[config.mk]
export PLATFORM = sky130hd
export DESIGN_NAME = tone_cmd_rx
export DESIGN_NICKNAME = d
export VERILOG_FILES = /design/src/rtl/tone_rx_pkg.sv /design/src/rtl/tone_rx_sync.sv /design/src/rtl/tone_rx_frame.sv /design/src/rtl/tone_rx_bank.sv /design/src/rtl/tone_cmd_rx.sv
export SDC_FILE = /design/constraint.sdc
export NUM_CORES = 1
export LEC_CHECK = 0
export BUFFER_PORTS_ARGS = -buffer_cell sky130_fd_sc_hd__buf_2
export CORE_MARGIN = 2
export CORE_UTILIZATION = 53
export CTS_CLUSTER_SIZE = 28
export DETAILED_ROUTE_END_ITERATION = 6
export PLACE_DENSITY = 0.76
export SLEW_MARGIN = 25
export SYNTH_ARGS = -nofsm -noshare
export SYNTH_HDL_FRONTEND = slang
export SYNTH_SLANG_ARGS = --single-unit
[constraint.sdc]
create_clock -name clk_i -period 4.5 [get_ports clk_i]
set_input_delay 0.225 -clock clk_i [delete_from_list [all_inputs] [get_ports clk_i]]
set_output_delay 0.225 -clock clk_i [all_outputs]
set_load 0.03 [all_outputs]
[src/rtl/tone_rx_pkg.sv]
package tone_rx_pkg;
  localparam int ADDR_W    = 2;
  localparam int FN_W      = 3;
  localparam int VAL_W     = 6;
  localparam int CMD_W     = FN_W + VAL_W;
  localparam int FRAME_MIN = ADDR_W + CMD_W;
  localparam int CNT_W     = $clog2(FRAME_MIN + 1);

  typedef enum logic [FN_W-1:0] {
    FN_SRC  = 3'd0,
    FN_BASS = 3'd1,
    FN_TREB = 3'd2,
    FN_VOL  = 3'd3,
    FN_RF   = 3'd4,
    FN_LF   = 3'd5,
    FN_RR   = 3'd6,
    FN_LR   = 3'd7
  } fn_e;

  typedef struct packed {
    fn_e              fn;
    logic [VAL_W-1:0] val;
  } cmd_t;
endpackage

[src/rtl/tone_rx_sync.sv]
module tone_rx_sync #(
  parameter int         W       = 1,
  parameter int         STAGES  = 2,
  parameter logic [W-1:0] RST_VAL = '0
) (
  input  logic         clk_i,
  input  logic         rst_ni,
  input  logic [W-1:0] d_i,
  output logic [W-1:0] q_o
);
  logic [W-1:0] ff_q [STAGES];

  always_ff @(posedge clk_i or negedge rst_ni) begin
    if (!rst_ni) begin
      for (int i = 0; i < STAGES; i++) ff_q[i] <= RST_VAL;
    end else begin
      ff_q[0] <= d_i;
      for (int i = 1; i < STAGES; i++) ff_q[i] <= ff_q[i-1];
    end
  end

  assign q_o = ff_q[STAGES-1];
endmodule

[src/rtl/tone_rx_frame.sv]
module tone_rx_frame
  import tone_rx_pkg::*;
#(
  parameter logic [ADDR_W-1:0] DEV_ADDR = 2'b10
) (
  input  logic clk_i,
  input  logic rst_ni,
  input  logic dat_i,
  input  logic sclk_i,
  input  logic en_ni,
  output logic cmd_vld_o,
  output cmd_t cmd_o
);
  logic             en_q, sclk_q;
  logic             en_fall, en_rise, sclk_rise;
  logic [CNT_W-1:0] cnt_q;
  logic             a_msb_q, addr_ok_q, err_q;
  logic [CMD_W-1:0] sh_q;

  assign en_fall   = en_q & ~en_ni;
  assign en_rise   = ~en_q & en_ni;
  assign sclk_rise = ~sclk_q & sclk_i;

  always_ff @(posedge clk_i or negedge rst_ni) begin
    if (!rst_ni) begin
      en_q      <= 1'b1;
      sclk_q    <= 1'b0;
      cnt_q     <= '0;
      a_msb_q   <= 1'b0;
      addr_ok_q <= 1'b0;
      err_q     <= 1'b0;
      sh_q      <= '0;
      cmd_vld_o <= 1'b0;
      cmd_o     <= '0;
    end else begin
      en_q      <= en_ni;
      sclk_q    <= sclk_i;
      cmd_vld_o <= 1'b0;
      if (en_fall) begin
        cnt_q     <= '0;
        addr_ok_q <= 1'b0;
        a_msb_q   <= 1'b0;
        err_q     <= sclk_i;  // fall with clock high spoils frame
      end else if (!en_ni && sclk_rise) begin
        sh_q <= {sh_q[CMD_W-2:0], dat_i};
        if (cnt_q != CNT_W'(FRAME_MIN)) cnt_q <= cnt_q + 1'b1;
        if (cnt_q == '0) a_msb_q <= dat_i;
        if (cnt_q == CNT_W'(1)) addr_ok_q <= ({a_msb_q, dat_i} == DEV_ADDR);
      end
      if (en_rise) begin
        cmd_vld_o <= addr_ok_q && !err_q && (cnt_q == CNT_W'(FRAME_MIN));
        cmd_o     <= sh_q;
      end
    end
  end
endmodule

[src/rtl/tone_rx_bank.sv]
module tone_rx_bank
  import tone_rx_pkg::*;
#(
  parameter bit CLAMP_EN  = 1'b1,
  parameter int VOL_W     = 6,
  parameter int FADE_W    = 5,
  parameter int TONE_W    = 4,
  parameter int SRC_W     = 3,
  parameter int VOL_MAX   = 40,
  parameter int FADE_MAX  = 20,
  parameter int TONE_MAX  = 12,
  parameter int TONE_FLAT = 6,
  parameter int SRC_MAX   = 4,
  parameter int NUM_FADE  = 4
) (
  input  logic              clk_i,
  input  logic              rst_ni,
  input  logic              cmd_vld_i,
  input  cmd_t              cmd_i,
  output logic [SRC_W-1:0]  src_q_o,
  output logic [TONE_W-1:0] bass_q_o,
  output logic [TONE_W-1:0] treb_q_o,
  output logic [VOL_W-1:0]  vol_q_o,
  output logic [FADE_W-1:0] fade_q_o [NUM_FADE],
  output logic              upd_o,
  output logic [FN_W-1:0]   upd_idx_o
);
  logic [VOL_W-1:0]  vol_n;
  logic [FADE_W-1:0] fade_n;
  logic [TONE_W-1:0] tone_n;
  logic [SRC_W-1:0]  src_n;

  if (CLAMP_EN) begin : g_clamp
    assign vol_n  = (cmd_i.val[VOL_W-1:0] > VOL_W'(VOL_MAX)) ? VOL_W'(VOL_MAX)
                                                              : cmd_i.val[VOL_W-1:0];
    assign fade_n = (cmd_i.val[FADE_W-1:0] > FADE_W'(FADE_MAX)) ? FADE_W'(FADE_MAX)
                                                                 : cmd_i.val[FADE_W-1:0];
    assign tone_n = (cmd_i.val[TONE_W-1:0] > TONE_W'(TONE_MAX)) ? TONE_W'(TONE_MAX)
                                                                 : cmd_i.val[TONE_W-1:0];
    assign src_n  = (cmd_i.val[SRC_W-1:0] > SRC_W'(SRC_MAX)) ? '0
                                                              : cmd_i.val[SRC_W-1:0];
  end else begin : g_raw
    assign vol_n  = cmd_i.val[VOL_W-1:0];
    assign fade_n = cmd_i.val[FADE_W-1:0];
    assign tone_n = cmd_i.val[TONE_W-1:0];
    assign src_n  = cmd_i.val[SRC_W-1:0];
  end

  always_ff @(posedge clk_i or negedge rst_ni) begin
    if (!rst_ni) begin
      src_q_o   <= '0;
      bass_q_o  <= TONE_W'(TONE_FLAT);
      treb_q_o  <= TONE_W'(TONE_FLAT);
      vol_q_o   <= '0;
      upd_o     <= 1'b0;
      upd_idx_o <= '0;
    end else begin
      upd_o <= cmd_vld_i;
      if (cmd_vld_i) begin
        upd_idx_o <= cmd_i.fn;
        case (cmd_i.fn)
          FN_SRC:  src_q_o  <= src_n;
          FN_BASS: bass_q_o <= tone_n;
          FN_TREB: treb_q_o <= tone_n;
          FN_VOL:  vol_q_o  <= vol_n;
          default: ;
        endcase
      end
    end
  end

  for (genvar g = 0; g < NUM_FADE; g++) begin : g_fade
    always_ff @(posedge clk_i or negedge rst_ni) begin
      if (!rst_ni) fade_q_o[g] <= '0;
      else if (cmd_vld_i && (cmd_i.fn == fn_e'(FN_W'(int'(FN_RF) + g))))
        fade_q_o[g] <= fade_n;
    end
  end
endmodule

[src/rtl/tone_cmd_rx.sv]
module tone_cmd_rx
  import tone_rx_pkg::*;
#(
  parameter int SYNC_STAGES = 2,
  parameter bit CLAMP_EN    = 1'b1,
  parameter int VOL_MAX     = 40,
  parameter int FADE_MAX    = 20,
  parameter int TONE_MAX    = 12,
  parameter int TONE_FLAT   = 6,
  parameter int SRC_MAX     = 4
) (
  input  logic       clk_i,
  input  logic       rst_ni,
  input  logic       ser_data_i,
  input  logic       ser_clk_i,
  input  logic       ser_en_ni,
  output logic [2:0] src_sel_o,
  output logic [3:0] bass_o,
  output logic [3:0] treble_o,
  output logic [5:0] volume_o,
  output logic [4:0] fade_rf_o,
  output logic [4:0] fade_lf_o,
  output logic [4:0] fade_rr_o,
  output logic [4:0] fade_lr_o,
  output logic       upd_o,
  output logic [2:0] upd_idx_o
);
  localparam int NUM_FADE = 4;

  logic [2:0] pins_s;
  logic       cmd_vld;
  cmd_t       cmd;
  logic [4:0] fade_q [NUM_FADE];

  tone_rx_sync #(.W(3), .STAGES(SYNC_STAGES), .RST_VAL(3'b100)) u_sync (
    .clk_i  (clk_i),
    .rst_ni (rst_ni),
    .d_i    ({ser_en_ni, ser_clk_i, ser_data_i}),
    .q_o    (pins_s)
  );

  tone_rx_frame u_frame (
    .clk_i     (clk_i),
    .rst_ni    (rst_ni),
    .dat_i     (pins_s[0]),
    .sclk_i    (pins_s[1]),
    .en_ni     (pins_s[2]),
    .cmd_vld_o (cmd_vld),
    .cmd_o     (cmd)
  );

  tone_rx_bank #(
    .CLAMP_EN (CLAMP_EN), .VOL_W(6), .FADE_W(5), .TONE_W(4), .SRC_W(3),
    .VOL_MAX  (VOL_MAX), .FADE_MAX(FADE_MAX), .TONE_MAX(TONE_MAX),
    .TONE_FLAT(TONE_FLAT), .SRC_MAX(SRC_MAX), .NUM_FADE(NUM_FADE)
  ) u_bank (
    .clk_i     (clk_i),
    .rst_ni    (rst_ni),
    .cmd_vld_i (cmd_vld),
    .cmd_i     (cmd),
    .src_q_o   (src_sel_o),
    .bass_q_o  (bass_o),
    .treb_q_o  (treble_o),
    .vol_q_o   (volume_o),
    .fade_q_o  (fade_q),
    .upd_o     (upd_o),
    .upd_idx_o (upd_idx_o)
  );

  assign fade_rf_o = fade_q[0];
  assign fade_lf_o = fade_q[1];
  assign fade_rr_o = fade_q[2];
  assign fade_lr_o = fade_q[3];
endmodule

==> metrics.cfg <==
[job]
maxCapViolCount=0

[layout]
post-route-util_pct=63.5
nNetsFinal=282
antenna_cells=0
syn_to_final_growth_pct=16.9
final_cell_count_no_fill=351
drive_above_1_share_pct=38.4

[yosys]
async_flop_share_pct=100
synth_ff_type=dfrtp_1
yosys_warnings=0
synth_area_leaders=dfrtp_1, mux2_2, dfstp_2
syn_avg_cell_area_sq_um=13.2
seq_area_frac_synth_pct=63.8
synthCells=224
synth.top_cell.area_share_pct=57.6
yosysUniqueCellTypes=35
ys_seq_elements=75
netlist_top_cells_count=dfrtp_1, mux2_2, nand2_1
synth_fp_nets=232
syn_area_sq_um=2960
synth_area_leader_cell=dfrtp_1
synth_edf_count=0
yosysMostFrequentCell=dfrtp_1

[clock_network]
clockRootBuffer=clkbuf_8
cts_tree=done
clkTransAtPathRegs_ps=70
numCtsBuffers=9
cts.sinks=75
clock_path_buffers=2
worstSkewPairLatency_ps=340
cts-htree-levels=3
cts_setup_buffers=0

[floorplanning]
num_rows=27
core_sq_um=5440
ios=46
initial_core_util_pct=54.3
die_area_sq_um=6190
die_w_um=78.7
fp.dieH_um=78.7

[placed_design]
port-buffer-count=45
dp_hpwl_um=3400
dpl.cell_count=332
finalWeightedCongestion=0.717

[critical_path]
crit_end=u_frame.cmd_o[6]$_DFFE_PN0P_
critical_path_arrival_ps=2010
startpoint=u_sync.q_o[2]$_DFF_PN1_
regToRegEndpoint=u_frame.cmd_o[6]$_DFFE_PN0P_
cp_max_fo=10
critPathRequiredTime_ps=4720
startpoint_type=flip-flop
crit_type=flip-flop to flip-flop
crit_slowest_cell=nor2b_1
end_kind=flip-flop
path_cells=nor2b_1 -> mux2_2
r2r_cells=2
r2r_slack_ps=2710
cpPeakStageDelay_ps=680
r2r-start=u_sync.q_o[2]$_DFF_PN1_

[timing]
setup_tns_ps=0
min_period_ps=1790
maxSlewViolCount=0
fin_crit_sh_pct=39.7
finalSetupViolations=0
relSlewSlack_pct=43.1
worst_pin_slew_ps=853
rsz0062_at_grt=false
timing.fmax_ghz=0.560
fin_skew_ps=7.16
finalHoldViolCount=27
holdWs_ps=-16.0

[detailed_routing]
vias=1840
drc=0
detail-route-antenna-nets=0
drt_first_pass_iters=4
routed_via_density=5.24
drt_wl_total_um=5070
wl_per_cell_um=14.4
drtIter0Drc=58

[global_routing]
grt_pass1_vias=1874
busiest_layer=met2
grt_start_max_net_pins=40
gr-usage-met2_pct=28.9
antenna_found_initial=0
grt_pass1_wl_um=8770
grtUsageTotal_pct=18.7
use_met3_pct=5.52
grt_overflow=0
grt_util_met1_pct=24.6

[pwr]
powerDensity_nw_per_um2=407
ir_worst_vdd_v=0.000317
power.leakage_nw=1.74

[min_path]
hold_path.class=primary input to asynchronous set/reset pin

[run_status]
status=complete, but fails checks
failed_checks=negative hold slack

[placed cells by master, fill, tap and decap left out, drive strengths merged]
cell,n
dfrtp,68
buf,46
mux2,37
nand2,24
o21ai,23
clkbuf,14
dfstp,7
a21oi,6
inv,5
nor3b,4
nand2b,4
nor2b,3
nand3,3
nand4b,3
a22o,3
ha,3
dlygate4sd3,3
nand3b,2
o311ai,2
o41ai,2
or3,2
a21boi,2
nor2,2
and3b,1
and4b,1
nor3,1
or3b,1
and2b,1
or2,1
nand4,1
nand4bb,1
o21a,1
bufinv,1
clkinv,1
[per-layer routing]
layer,vias up,routed length (um)
met5,-,0
met4,0,84
met3,9,208
met2,37,2350
met1,911,2420
li1,883,-
[layout make-up]
class	instances	area, sq um
fill	429	1980
sequential	75	1890
multi-input combinational	134	1000
timing repair buffer	49	263
clock buffer	14	163
tap	72	90.1
clock inverter	2	35.0
inverter	5	18.8
[where the power goes]
group / leakage (nW) / total (W) / internal, W / switching [W]
sequential: 0.996 / 0.000781 / 0.000718 / 0.0000634
combinational: 0.640 / 0.000111 / 0.0000535 / 0.0000576
clock: 0.101 / 0.000513 / 0.000286 / 0.000227
total: 1.74 / 0.00141 / 0.00106 / 0.000348
[state kept, by name (all words and copies together), names as in the netlist, 4 cells and up]
name             cells
u_bank.bass_q_o      4
u_frame.cmd_o        9
u_frame.sh_q         9
u_bank.vol_q_o       6
u_bank.treb_q_o      4
u_bank.fade_q_o     20
u_frame.cnt_q        4
[worst min path at each step]
stage,startpoint,to,slack [ps],cells past startpoint
after floorplan,rst_ni,u_bank.bass_q_o[0]$_DFFE_PN0P_,-70,0
after global placement,ser_en_ni,u_sync.ff_q[5]$_DFF_PN1_,330,1
after detailed placement,ser_clk_i,u_sync.ff_q[4]$_DFF_PN0_,330,1
after CTS,rst_ni,u_bank.fade_q_o[5]$_DFFE_PN0P_,0.7,1
after global routing,rst_ni,u_bank.fade_q_o[5]$_DFFE_PN0P_,50,1
final,rst_ni,u_bank.fade_q_o[5]$_DFFE_PN0P_,-20,1
[through the flow]
step	setup slack, ps	total power, W	hold slack, ps	cell area (sq um)
after floorplan	2960	0.000852	-70.6	2960
after global placement	2760	0.000901	331	3230
after detailed placement	2730	0.000905	335	3230
after CTS	2690	0.00142	0.741	3450
after global routing	2610	0.00148	47.2	3450
final	2710	0.00141	-16.0	3450
[logic make-up after synthesis]
group	count (synthesis)	synth area share (%)
mux	37	14.1
flops	75	63.8
fa+ha+maj	3	1.27
simple gates	55	10.7
compound gates	39	7.75
buf+inv	15	2.37
[worst max-delay path, delay by kind of cell, from the launching register on]
| kind | cells | cell delay (ps) |
|---|---|---|
| simple gates | 1 | 680 |
| mux | 1 | 420 |
| flops | 1 | 570 |
[what timing repair did]
action                                  in CTS  in global routing
endpoints found under the setup margin       0                  0
hold buffers                                 3                  0
gates resized for setup                      0                  0
hold endpoints to repair                     3                  0
Power figures use the tool's default switching activity.
